**src/rtl/stat_win_pkg.sv**
```systemverilog
package stat_win_pkg;
  localparam int unsigned HADDR_W = 6;
  localparam int unsigned REG_W   = 16;
  localparam int unsigned WORD_W  = 32;
  localparam int unsigned IDX_W   = 6;
  localparam int unsigned PFLD_W  = 5;
  localparam int unsigned START_BIT = 15;
  localparam int unsigned MODE_BIT  = 5;

  localparam logic [HADDR_W-1:0] OFS_VAL_HI = 6'h02;
  localparam logic [HADDR_W-1:0] OFS_VAL_LO = 6'h03;
  localparam logic [HADDR_W-1:0] OFS_INDEX  = 6'h04;
  localparam logic [HADDR_W-1:0] OFS_CTRL   = 6'h05;
  localparam logic [HADDR_W-1:0] OFS_PCFG   = 6'h08;
endpackage

```
**src/rtl/stat_port_bank.sv**
```systemverilog
module stat_port_bank #(
  parameter int unsigned NUM_EVT = 4,
  parameter int unsigned LEN_W   = 16,
  parameter int unsigned SLOT_W  = 3
) (
  input  logic              clk,
  input  logic              rst_n,
  input  logic              cnt_en,
  input  logic [NUM_EVT-1:0] evt_stb,
  input  logic              byte_vld,
  input  logic [LEN_W-1:0]  byte_len,
  input  logic [SLOT_W-1:0] rd_slot,
  output logic [31:0]       rd_word
);
  localparam int unsigned EW = (NUM_EVT > 1) ? $clog2(NUM_EVT) : 1;
  localparam logic [SLOT_W-1:0] SLOT_BLO = SLOT_W'(NUM_EVT);
  localparam logic [SLOT_W-1:0] SLOT_BHI = SLOT_W'(NUM_EVT + 1);

  logic [NUM_EVT-1:0][31:0] evt_q;
  logic [NUM_EVT-1:0][31:0] evt_d;
  logic [NUM_EVT-1:0]       evt_ce;
  logic [63:0]              byte_q;
  logic [63:0]              byte_d;
  logic                     byte_ce;

  genvar e;
  generate
    for (e = 0; e < NUM_EVT; e++) begin : g_evt
      always_comb begin
        evt_ce[e] = cnt_en & evt_stb[e];
        evt_d[e]  = evt_q[e] + 32'd1;
      end

      always_ff @(posedge clk or negedge rst_n) begin
        if (!rst_n) begin
          evt_q[e] <= '0;
        end else if (evt_ce[e]) begin
          evt_q[e] <= evt_d[e];
        end
      end
    end
  endgenerate

  always_comb begin
    byte_ce = cnt_en & byte_vld;
    byte_d  = byte_q + 64'(byte_len);
  end

  always_ff @(posedge clk or negedge rst_n) begin
    if (!rst_n) begin
      byte_q <= '0;
    end else if (byte_ce) begin
      byte_q <= byte_d;
    end
  end

  always_comb begin
    rd_word = '0;
    if (rd_slot < SLOT_BLO) begin
      rd_word = evt_q[rd_slot[EW-1:0]];
    end else if (rd_slot == SLOT_BLO) begin
      rd_word = byte_q[31:0];
    end else if (rd_slot == SLOT_BHI) begin
      rd_word = byte_q[63:32];
    end
  end
endmodule

```
**src/rtl/stat_read_engine.sv**
```systemverilog
module stat_read_engine
  import stat_win_pkg::*;
#(
  parameter int unsigned     NUM_PORTS = 4,
  parameter int unsigned     NUM_EVT   = 4,
  parameter int unsigned     SLOT_W    = 3,
  parameter logic [IDX_W-1:0] BYTE_IDX = 6'h24
) (
  input  logic                          clk,
  input  logic                          rst_n,
  input  logic                          start,
  input  logic [PFLD_W-1:0]             req_port,
  input  logic [IDX_W-1:0]              req_idx,
  input  logic [NUM_PORTS-1:0][31:0]    bank_word,
  output logic [SLOT_W-1:0]             rd_slot,
  output logic                          busy,
  output logic [31:0]                   value
);
  localparam int unsigned PSEL_W = (NUM_PORTS > 1) ? $clog2(NUM_PORTS) : 1;
  localparam logic [PFLD_W-1:0] PORT_LIM  = PFLD_W'(NUM_PORTS);
  localparam logic [IDX_W-1:0]  EVT_LIM   = IDX_W'(NUM_EVT);
  localparam logic [SLOT_W-1:0] SLOT_NONE = SLOT_W'(NUM_EVT + 2);

  logic              busy_q, busy_d;
  logic              stg_q, stg_d;
  logic [PFLD_W-1:0] port_q, port_d;
  logic [IDX_W-1:0]  idx_q, idx_d;
  logic [31:0]       data_q, data_d;
  logic [31:0]       val_q, val_d;
  logic [31:0]       word_sel;

  // index to bank slot
  always_comb begin
    if (idx_q < EVT_LIM) begin
      rd_slot = idx_q[SLOT_W-1:0];
    end else if (idx_q == BYTE_IDX) begin
      rd_slot = SLOT_W'(NUM_EVT);
    end else if (idx_q == BYTE_IDX + 6'd1) begin
      rd_slot = SLOT_W'(NUM_EVT + 1);
    end else begin
      rd_slot = SLOT_NONE;
    end
  end

  always_comb begin
    word_sel = '0;
    if (port_q < PORT_LIM) begin
      word_sel = bank_word[port_q[PSEL_W-1:0]];
    end
  end

  always_comb begin
    busy_d = busy_q;
    stg_d  = stg_q;
    port_d = port_q;
    idx_d  = idx_q;
    data_d = data_q;
    val_d  = val_q;
    if (!busy_q) begin
      if (start) begin
        busy_d = 1'b1;
        stg_d  = 1'b0;
        port_d = req_port;
        idx_d  = req_idx;
      end
    end else if (!stg_q) begin
      data_d = word_sel;
      stg_d  = 1'b1;
    end else begin
      val_d  = data_q;
      busy_d = 1'b0;
    end
  end

  always_ff @(posedge clk or negedge rst_n) begin
    if (!rst_n) begin
      busy_q <= 1'b0;
      stg_q  <= 1'b0;
      port_q <= '0;
      idx_q  <= '0;
      data_q <= '0;
      val_q  <= '0;
    end else begin
      busy_q <= busy_d;
      stg_q  <= stg_d;
      port_q <= port_d;
      idx_q  <= idx_d;
      data_q <= data_d;
      val_q  <= val_d;
    end
  end

  assign busy  = busy_q;
  assign value = val_q;
endmodule

```
**src/rtl/stat_counter_window.sv**
```systemverilog
module stat_counter_window
  import stat_win_pkg::*;
#(
  parameter int unsigned      NUM_PORTS = 4,
  parameter int unsigned      NUM_EVT   = 4,
  parameter int unsigned      LEN_W     = 16,
  parameter logic [IDX_W-1:0] BYTE_IDX  = 6'h24
) (
  input  logic                         clk,
  input  logic                         rst_n,
  input  logic                         host_wr,
  input  logic [HADDR_W-1:0]           host_addr,
  input  logic [REG_W-1:0]             host_wdata,
  output logic [REG_W-1:0]             host_rdata,
  input  logic [NUM_PORTS*NUM_EVT-1:0] evt_stb,
  input  logic [NUM_PORTS-1:0]         byte_vld,
  input  logic [NUM_PORTS*LEN_W-1:0]   byte_len
);
  localparam int unsigned SLOT_W = $clog2(NUM_EVT + 3);

  logic                      rst_s1, rst_s2, rst_sync_n;
  logic [IDX_W-1:0]          index_q, index_d;
  logic                      mode_q, mode_d;
  logic [PFLD_W-1:0]         cport_q, cport_d;
  logic [NUM_PORTS-1:0]      pen_q, pen_d;
  logic                      wr_ctrl;
  logic                      eng_start;
  logic                      eng_busy;
  logic [31:0]               eng_value;
  logic [SLOT_W-1:0]         rd_slot;
  logic [NUM_PORTS-1:0][31:0] bank_word;
  logic                      unused_wdata;

  assign unused_wdata = ^host_wdata[14:6];

  // reset: asserted asynchronously, released on the clock
  always_ff @(posedge clk or negedge rst_n) begin
    if (!rst_n) begin
      rst_s1 <= 1'b0;
      rst_s2 <= 1'b0;
    end else begin
      rst_s1 <= 1'b1;
      rst_s2 <= rst_s1;
    end
  end
  assign rst_sync_n = rst_s2;

  // host write decode
  always_comb begin
    wr_ctrl   = host_wr && (host_addr == OFS_CTRL);
    eng_start = wr_ctrl && host_wdata[START_BIT] && !host_wdata[MODE_BIT] && !eng_busy;
    index_d   = index_q;
    mode_d    = mode_q;
    cport_d   = cport_q;
    pen_d     = pen_q;
    if (host_wr && (host_addr == OFS_INDEX)) begin
      index_d = host_wdata[IDX_W-1:0];
    end
    if (wr_ctrl && !eng_busy) begin
      mode_d  = host_wdata[MODE_BIT];
      cport_d = host_wdata[PFLD_W-1:0];
    end
    for (int p = 0; p < NUM_PORTS; p++) begin
      if (host_wr && (host_addr == OFS_PCFG + HADDR_W'(p))) begin
        pen_d[p] = host_wdata[0];
      end
    end
  end

  always_ff @(posedge clk or negedge rst_sync_n) begin
    if (!rst_sync_n) begin
      index_q <= '0;
      mode_q  <= 1'b0;
      cport_q <= '0;
      pen_q   <= '0;
    end else begin
      index_q <= index_d;
      mode_q  <= mode_d;
      cport_q <= cport_d;
      pen_q   <= pen_d;
    end
  end

  // host read mux
  always_comb begin
    host_rdata = '0;
    unique case (host_addr)
      OFS_VAL_LO: host_rdata = eng_value[15:0];
      OFS_VAL_HI: host_rdata = eng_value[31:16];
      OFS_INDEX:  host_rdata = REG_W'(index_q);
      OFS_CTRL:   host_rdata = {eng_busy, 9'd0, mode_q, cport_q};
      default: begin
        for (int p = 0; p < NUM_PORTS; p++) begin
          if (host_addr == OFS_PCFG + HADDR_W'(p)) begin
            host_rdata = {15'd0, pen_q[p]};
          end
        end
      end
    endcase
  end

  genvar g;
  generate
    for (g = 0; g < NUM_PORTS; g++) begin : g_bank
      stat_port_bank #(
        .NUM_EVT (NUM_EVT),
        .LEN_W   (LEN_W),
        .SLOT_W  (SLOT_W)
      ) u_bank (
        .clk      (clk),
        .rst_n    (rst_sync_n),
        .cnt_en   (pen_q[g]),
        .evt_stb  (evt_stb[g*NUM_EVT +: NUM_EVT]),
        .byte_vld (byte_vld[g]),
        .byte_len (byte_len[g*LEN_W +: LEN_W]),
        .rd_slot  (rd_slot),
        .rd_word  (bank_word[g])
      );
    end
  endgenerate

  stat_read_engine #(
    .NUM_PORTS (NUM_PORTS),
    .NUM_EVT   (NUM_EVT),
    .SLOT_W    (SLOT_W),
    .BYTE_IDX  (BYTE_IDX)
  ) u_eng (
    .clk       (clk),
    .rst_n     (rst_sync_n),
    .start     (eng_start),
    .req_port  (host_wdata[PFLD_W-1:0]),
    .req_idx   (index_q),
    .bank_word (bank_word),
    .rd_slot   (rd_slot),
    .busy      (eng_busy),
    .value     (eng_value)
  );
endmodule

```
**config.mk**
```make
export PLATFORM = sky130hd
export DESIGN_NAME = stat_counter_window
export DESIGN_NICKNAME = d
export VERILOG_FILES = /design/src/rtl/stat_win_pkg.sv /design/src/rtl/stat_port_bank.sv /design/src/rtl/stat_read_engine.sv /design/src/rtl/stat_counter_window.sv
export SDC_FILE = /design/constraint.sdc
export NUM_CORES = 2
export LEC_CHECK = 0
export BUFFER_PORTS_ARGS = -buffer_cell sky130_fd_sc_hd__buf_2
export CAP_MARGIN = 20
export CORE_MARGIN = 2
export CORE_UTILIZATION = 35
export DETAILED_ROUTE_END_ITERATION = 16
export PLACE_DENSITY = 0.5
export SETUP_SLACK_MARGIN = 0.02
export SYNTH_ARGS = -nofsm -noshare
export SYNTH_HDL_FRONTEND = slang
export SYNTH_SLANG_ARGS = --single-unit
```
**constraint.sdc**
```tcl
create_clock -name clk -period 60 [get_ports clk]
set_input_delay 3 -clock clk [delete_from_list [all_inputs] [get_ports clk]]
set_output_delay 3 -clock clk [all_outputs]
set_load 0.02 [all_outputs]
```
== Yosys cells after proc, flatten, opt, wreduce, memory -nomap -nowiden ==
Cells that the tools add are included.

* Add/sub/neg operators: 20
* Multipliers: 0
* Div/mod/pow operators: 0
* $lt $le $gt $ge: 5
* Equal/unequal tests: 12
* Shift-type cells: 0
* Mux-type cells: 36
* Bitwise gates (word level): 22
* Reductions and logical operators: 16

{| class="wikitable"
|+ Operators by type and width
! kind !! count
|-
| 32-bit two-way mux || 18
|-
| 32-bit by 1-bit adder with 32-bit output, second input constant || 16
|-
| 32-bit binary-select mux with 2-bit select || 5
|-
| 64-bit by 16-bit adder with 64-bit output || 4
|-
| 16-bit one-hot mux with 4 select lines || 1
|-
| 16-bit two-way mux || 3
|-
| 6-bit by 4-bit == test with 1-bit output, second input constant || 4
|-
| 1-bit AND || 20
|-
| 6-bit by 2-bit == test with 1-bit output, second input constant || 2
|-
| 6-bit by 3-bit == test with 1-bit output, second input constant || 2
|-
| 6-bit == test, second input constant || 2
|-
| 1-bit logical AND || 10
|-
| 3-bit == test, second input constant || 2
|-
| 2-bit by 3-bit < comparator with 1-bit output, second input constant || 2
|-
| 6-bit by 3-bit < comparator with 1-bit output, second input constant || 1
|-
| 1-bit two-way mux || 6
|-
| 3-bit two-way mux || 2
|-
| 2-bit AND reduction || 3
|-
| 5-bit by 3-bit < comparator with 1-bit output, second input constant || 1
|-
| 3-bit < comparator, second input constant || 1
|-
| 1-bit logical NOT || 2
|-
| 2-bit two-way mux || 1
|-
| 1-bit inverter || 2
|-
| 2-bit nonzero test || 1
|}

* Register bits after elaboration: 863
* Latch bits: 0
* Memory bits (writable): 0
* ROM bits: 0
* Bits of input ports: 109
* Output and inout bits: 16
* Word-level logic and storage cells: 146
* Memories kept: 0

== Longest topological paths before layout ==
* Word-level depth: 11
* Gate-level depth with buffers: 10
* Gate-level depth less buffers: 9

== By module ==
Synthesis repeated with hierarchy kept, for this count alone.

* Cell total of the unflattened synthesis: 4,483
* Area, all modules: 48,113.6 um^2

{| class="wikitable"
|+ By module, submodules not included
! module !! instances !! cells an instance !! area an instance (um^2) !! sequential area each (um^2)
|-
| stat_port_bank (g_bank[0].u_bank ...) || 3 || 1,059 || 10,940.5 || 4,804.6
|-
| stat_port_bank (g_bank[1].u_bank) || 1 || 997 || 10,522.6 || 4,804.6
|-
| stat_read_engine || 1 || 222 || 3,686.0 || 1,926.8
|-
| stat_counter_window || 1 || 87 || 1,083.5 || 450.4
|}

== Least setup slack after synthesis ==
Ideal clock, no wire load.

* Path type: input to output
* Start: in host_addr[0]
* End: out host_rdata[1]
* Arrival time: 4,276 ps
* Path slack: 52,724 ps
* Stages: 4
* Buffers on the path: 2
* Cells stage by stage: buf_1 -> clkbuf_1 -> mux2i_1 -> o22ai_1

* Cells in the longest elaborated chain, start to end: 4
* Elaborated cells on any way between the ends: 9
* Classes of those cells: eq/ne: 6; mux: 3

{| class="wikitable"
|+ RTL lines
! what !! RTL line !! source
|-
| start, declared || stat_counter_window.sv:12 || <nowiki>input logic [HADDR_W-1:0] host_addr,</nowiki>
|-
| 6-bit by 4-bit == test with 1-bit output || stat_counter_window.sv:94 || <nowiki>if (host_addr == OFS_PCFG + HADDR_W'(p)) begin</nowiki>
|-
| 16-bit two-way mux (2 in a row) || stat_counter_window.sv:94 ||
|-
| 16-bit one-hot mux with 4 select lines (*) || stat_counter_window.sv:87 || <nowiki>unique case (host_addr)</nowiki>
|-
| end, declared || stat_counter_window.sv:14 || <nowiki>output logic [REG_W-1:0] host_rdata,</nowiki>
|}

Every way passes the cells marked *; elsewhere a longest branch is shown, timed or not.

== Worst setup path in the final report ==
* Start: in host_addr[0]
* End: out host_rdata[4]

Same word-level chain as after synthesis.

==> results.md <==
* # rows at 134
* Internal Pwr Total at 1.129 mW
* Largest net degree at the start of global routing at 146
* Setup Buffers After CTS at 0
* Reg area at 0.02161 mm^2
* Worst min path class: reg -> reg
* Critical Path RT at 57.00 ns
* CTS Hold Bufs at 0
* Worst-Margin Slew at 1.164 ns
* Post-CTS sizing at 0
* RSZ-0062 raised after global routing: no
* Yosys top cell by area: dfrtp_1
* Post-synth ARST share at 100.0%
* Post-layout min period at 7.823 ns
* DRT antenna net count at 0
* Sw Ratio at 30.38%
* Antenna violations before repair at 10
* CTS root buffer: clkbuf_16
* DRC errors left at 0
* Layout cell share with drive strength beyond 1 at 10.07%
* Die ar. at 0.1363 mm^2
* Sequential area share after synthesis at 46.26%
* Unique cell type count in the Yosys netlist at 87
* Layout Skew at 0.02517 ns
* Total Power at 1.622 mW
* DRT iter0 DRCs at 2499
* Vias in the first global route at 34674
* H-tree depth at 3
* Area Overhead vs Synth at 12.74%
* Synth top area cells: dfrtp_1 (46%), xnor2_1 (9.3%), nand2_1 (5.1%)
* GPL Wtd Cong at 0.8742
* #FFs+latches synth at 863
* Post-synth EDFFs at 0
* Post-layout util at 39.59%
* Grt ovf at 0
* Fin. Hold Viols at 0
* Hold Slack at 0.3492 ns
* P_sw at 492.8 uW
* Mapped Area at 0.04668 mm^2
* Crit end category: primary output
* Clock latency on the worst-skew pair at 0.70 ns
* Crit path launch type: primary input
* Clock Power Share at 39.5%
* All-Layer GR Usage at 20.76%
* Max-cap violations at 0
* Outcome: finished clean
* Detailed placer's ending HPWL at 103300 um
* Post-synth top area share at 46.26%
* Clock tree buffer depth at 3
* Total Neg Setup Slack at 0 ns
* Num CTS Buffers at 97
* Leakage at 23.09 nW
* Die W at 369.2 um
* Most frequent cell after synthesis: dfrtp_1
* # fillers at 13230
* IO Count at 125
* Worst path arrival time at 4.82 ns
* Via/cell ratio at 5.370
* Post-synth top cells: dfrtp_1 (863), nand2_1 (638), xnor2_1 (494), nand3_1 (315), xor2_1 (246)
* CTS clock-pin slew for the worst setup and hold paths at 0.06 ns
* Final Max Tran Viols at 0
* Flop pwr share at 41.7%
* Total Wirelength at 142300 um
* Peak supply drop at 0.01939 mV
* Yosys warnings at 0
* Comb power frac at 18.8%
* Final nets at 4961
* Die Ht at 369.2 um
* Kind of critical path: in -> out
* Avg Cell Area, Syn at 9.911 um^2
* Mapped Cells at 4710
* Top FF cell, synth: dfrtp_1
* Pwr dens at 30.82 mW/mm^2
* Num Clock Sinks at 863
* Vias at 35530
* Core ar. at 0.1330 mm^2
* IO Port Bufs at 115
* First-pass GRT wire length at 218100 um
* Syn nets at 4903
* Detailed Routing Iterations Pass 1 at 6
* CTS tree: yes
* Final setup violation count at 0
* Critical Path Fanout Max at 30
* Ant. Diodes at 0
* Area of the multi-input gates at 0.02417 mm^2
* Fmax at 0.1278 GHz
* Max-slew headroom at 20.39%
* Initial Util at 35.11%
* Final cycle utilization of the critical path at 13.04%
* DR WL/cell at 21.51 um
==> final cells by class <==
type / instances / share of cell area, %
multi-input cells: 3594 / 45.92
flip-flops and latches: 863 / 41.05
clock buffers: 147 / 5.601
well taps: 1768 / 4.203
repair buffers: 170 / 2.064
clock inverters: 32 / 0.8606
inverters: 42 / 0.2995
==> worst max-delay path, cell delays in order <==
cell and delay [ns]:
buf_2 0.68, mux2i_1 0.18, o22ai_1 0.63, buf_2 0.29
==> path summary, 6_finish.rpt <==
kind | endpoint | cells past startpoint | start | slack, ns
worst max-delay path | host_rdata[4] | 4 | host_addr[0] | 52.18
worst min-delay path | rst_s2 | 0 | rst_s1 | 0.35
worst max register to register | u_eng.data_q[6] | 7 | u_eng.idx_q[0] | 55.64
worst min register to register | rst_s2 | 0 | rst_s1 | 0.35
max in group asynchronous | g_bank[1].u_bank.byte_q[0] | 5 | rst_s2 | 55.79
min in group asynchronous | g_bank[2].u_bank.evt_q[0] | 0 | rst_s2 | 0.50
==> power by group through the flow <==
stage                     clock network, mW  logic (mW)  registers [mW]
after floorplan                           0       0.218           0.675
after global placement                    0       0.302           0.687
after detailed placement                  0       0.304           0.687
after CTS                             0.657       0.305           0.677
after global routing                  0.679       0.343           0.684
final                                 0.642       0.304           0.676
==> placed cells by master (no fill, tap or decap), types with 17 or more instances in the layout <==
cell type,instances
a21oi_1,151
and4_1,52
a221oi_1,118
a31oi_1,40
nor4_1,28
nor2b_1,21
ha_1,80
nor2_1,245
a21o_1,19
clkbuf_1,19
nor3_1,81
mux2i_1,137
o21ai_0,144
xnor2_1,494
nand2b_1,17
xor2_1,246
and3_1,141
mux2_2,110
and2_1,38
inv_1,41
nand2_1,636
a211o_1,26
nand3_1,315
o221ai_1,26
a211oi_1,33
buf_4,49
clkbuf_16,99
clkbuf_8,29
dfrtp_1,860
o41ai_1,20
nand4_1,162
buf_2,115
==> registers in the layout, indices dropped and copies added, names as in the netlist <==
name	cells
cport_q	5
g_bank.u_bank.byte_q	256
g_bank.u_bank.evt_q	512
index_q	6
mode_q	1
pen_q	4
rst_s1	1
rst_s2	1
u_eng.busy	1
u_eng.data_q	32
u_eng.idx_q	6
u_eng.port_q	5
u_eng.stg_q	1
u_eng.value	32
==> kinds of logic (layout without fill, tap and decap cells) <==
logic type | count (synthesis) | after routing | synth area share (%)
AND/OR/NAND/NOR | 1818 | 1818 | 19.27
flip-flops | 863 | 863 | 46.26
XOR/XNOR | 740 | 740 | 13.88
AO/OA/AOI/OAI | 698 | 698 | 10.28
multiplexers | 253 | 253 | 5.880
buffers and inverters | 253 | 391 | 2.093
adder cells (fa/ha/maj) | 84 | 84 | 2.316
other | 1 | 1 | 0.008033
==> metal layers <==
layer	vias up	GRT usage (%)	part of all wire [%]
met3	217	4.135	5.8
met1	17499	29.38	47
met5	-	0	0.072
met2	769	30.97	43
met4	16	8.344	3.9
li1	17029	-	-
==> stage by stage <==
| step | setup slack [ns] | cell area [um^2] | instances |
|---|---|---|---|
| 4_1_cts | 52.19 | 52550 | 6613 |
| 3_3_place_gp | 52.20 | 49150 | 6434 |
| 6_report | 52.18 | 52630 | 6616 |
| 2_1_floorplan | 34.16 | 46680 | 4710 |
| 5_1_grt | 52.12 | 52630 | 6616 |
| 3_5_place_dp | 52.19 | 49150 | 6434 |
(Power assumes the default switching activity.)
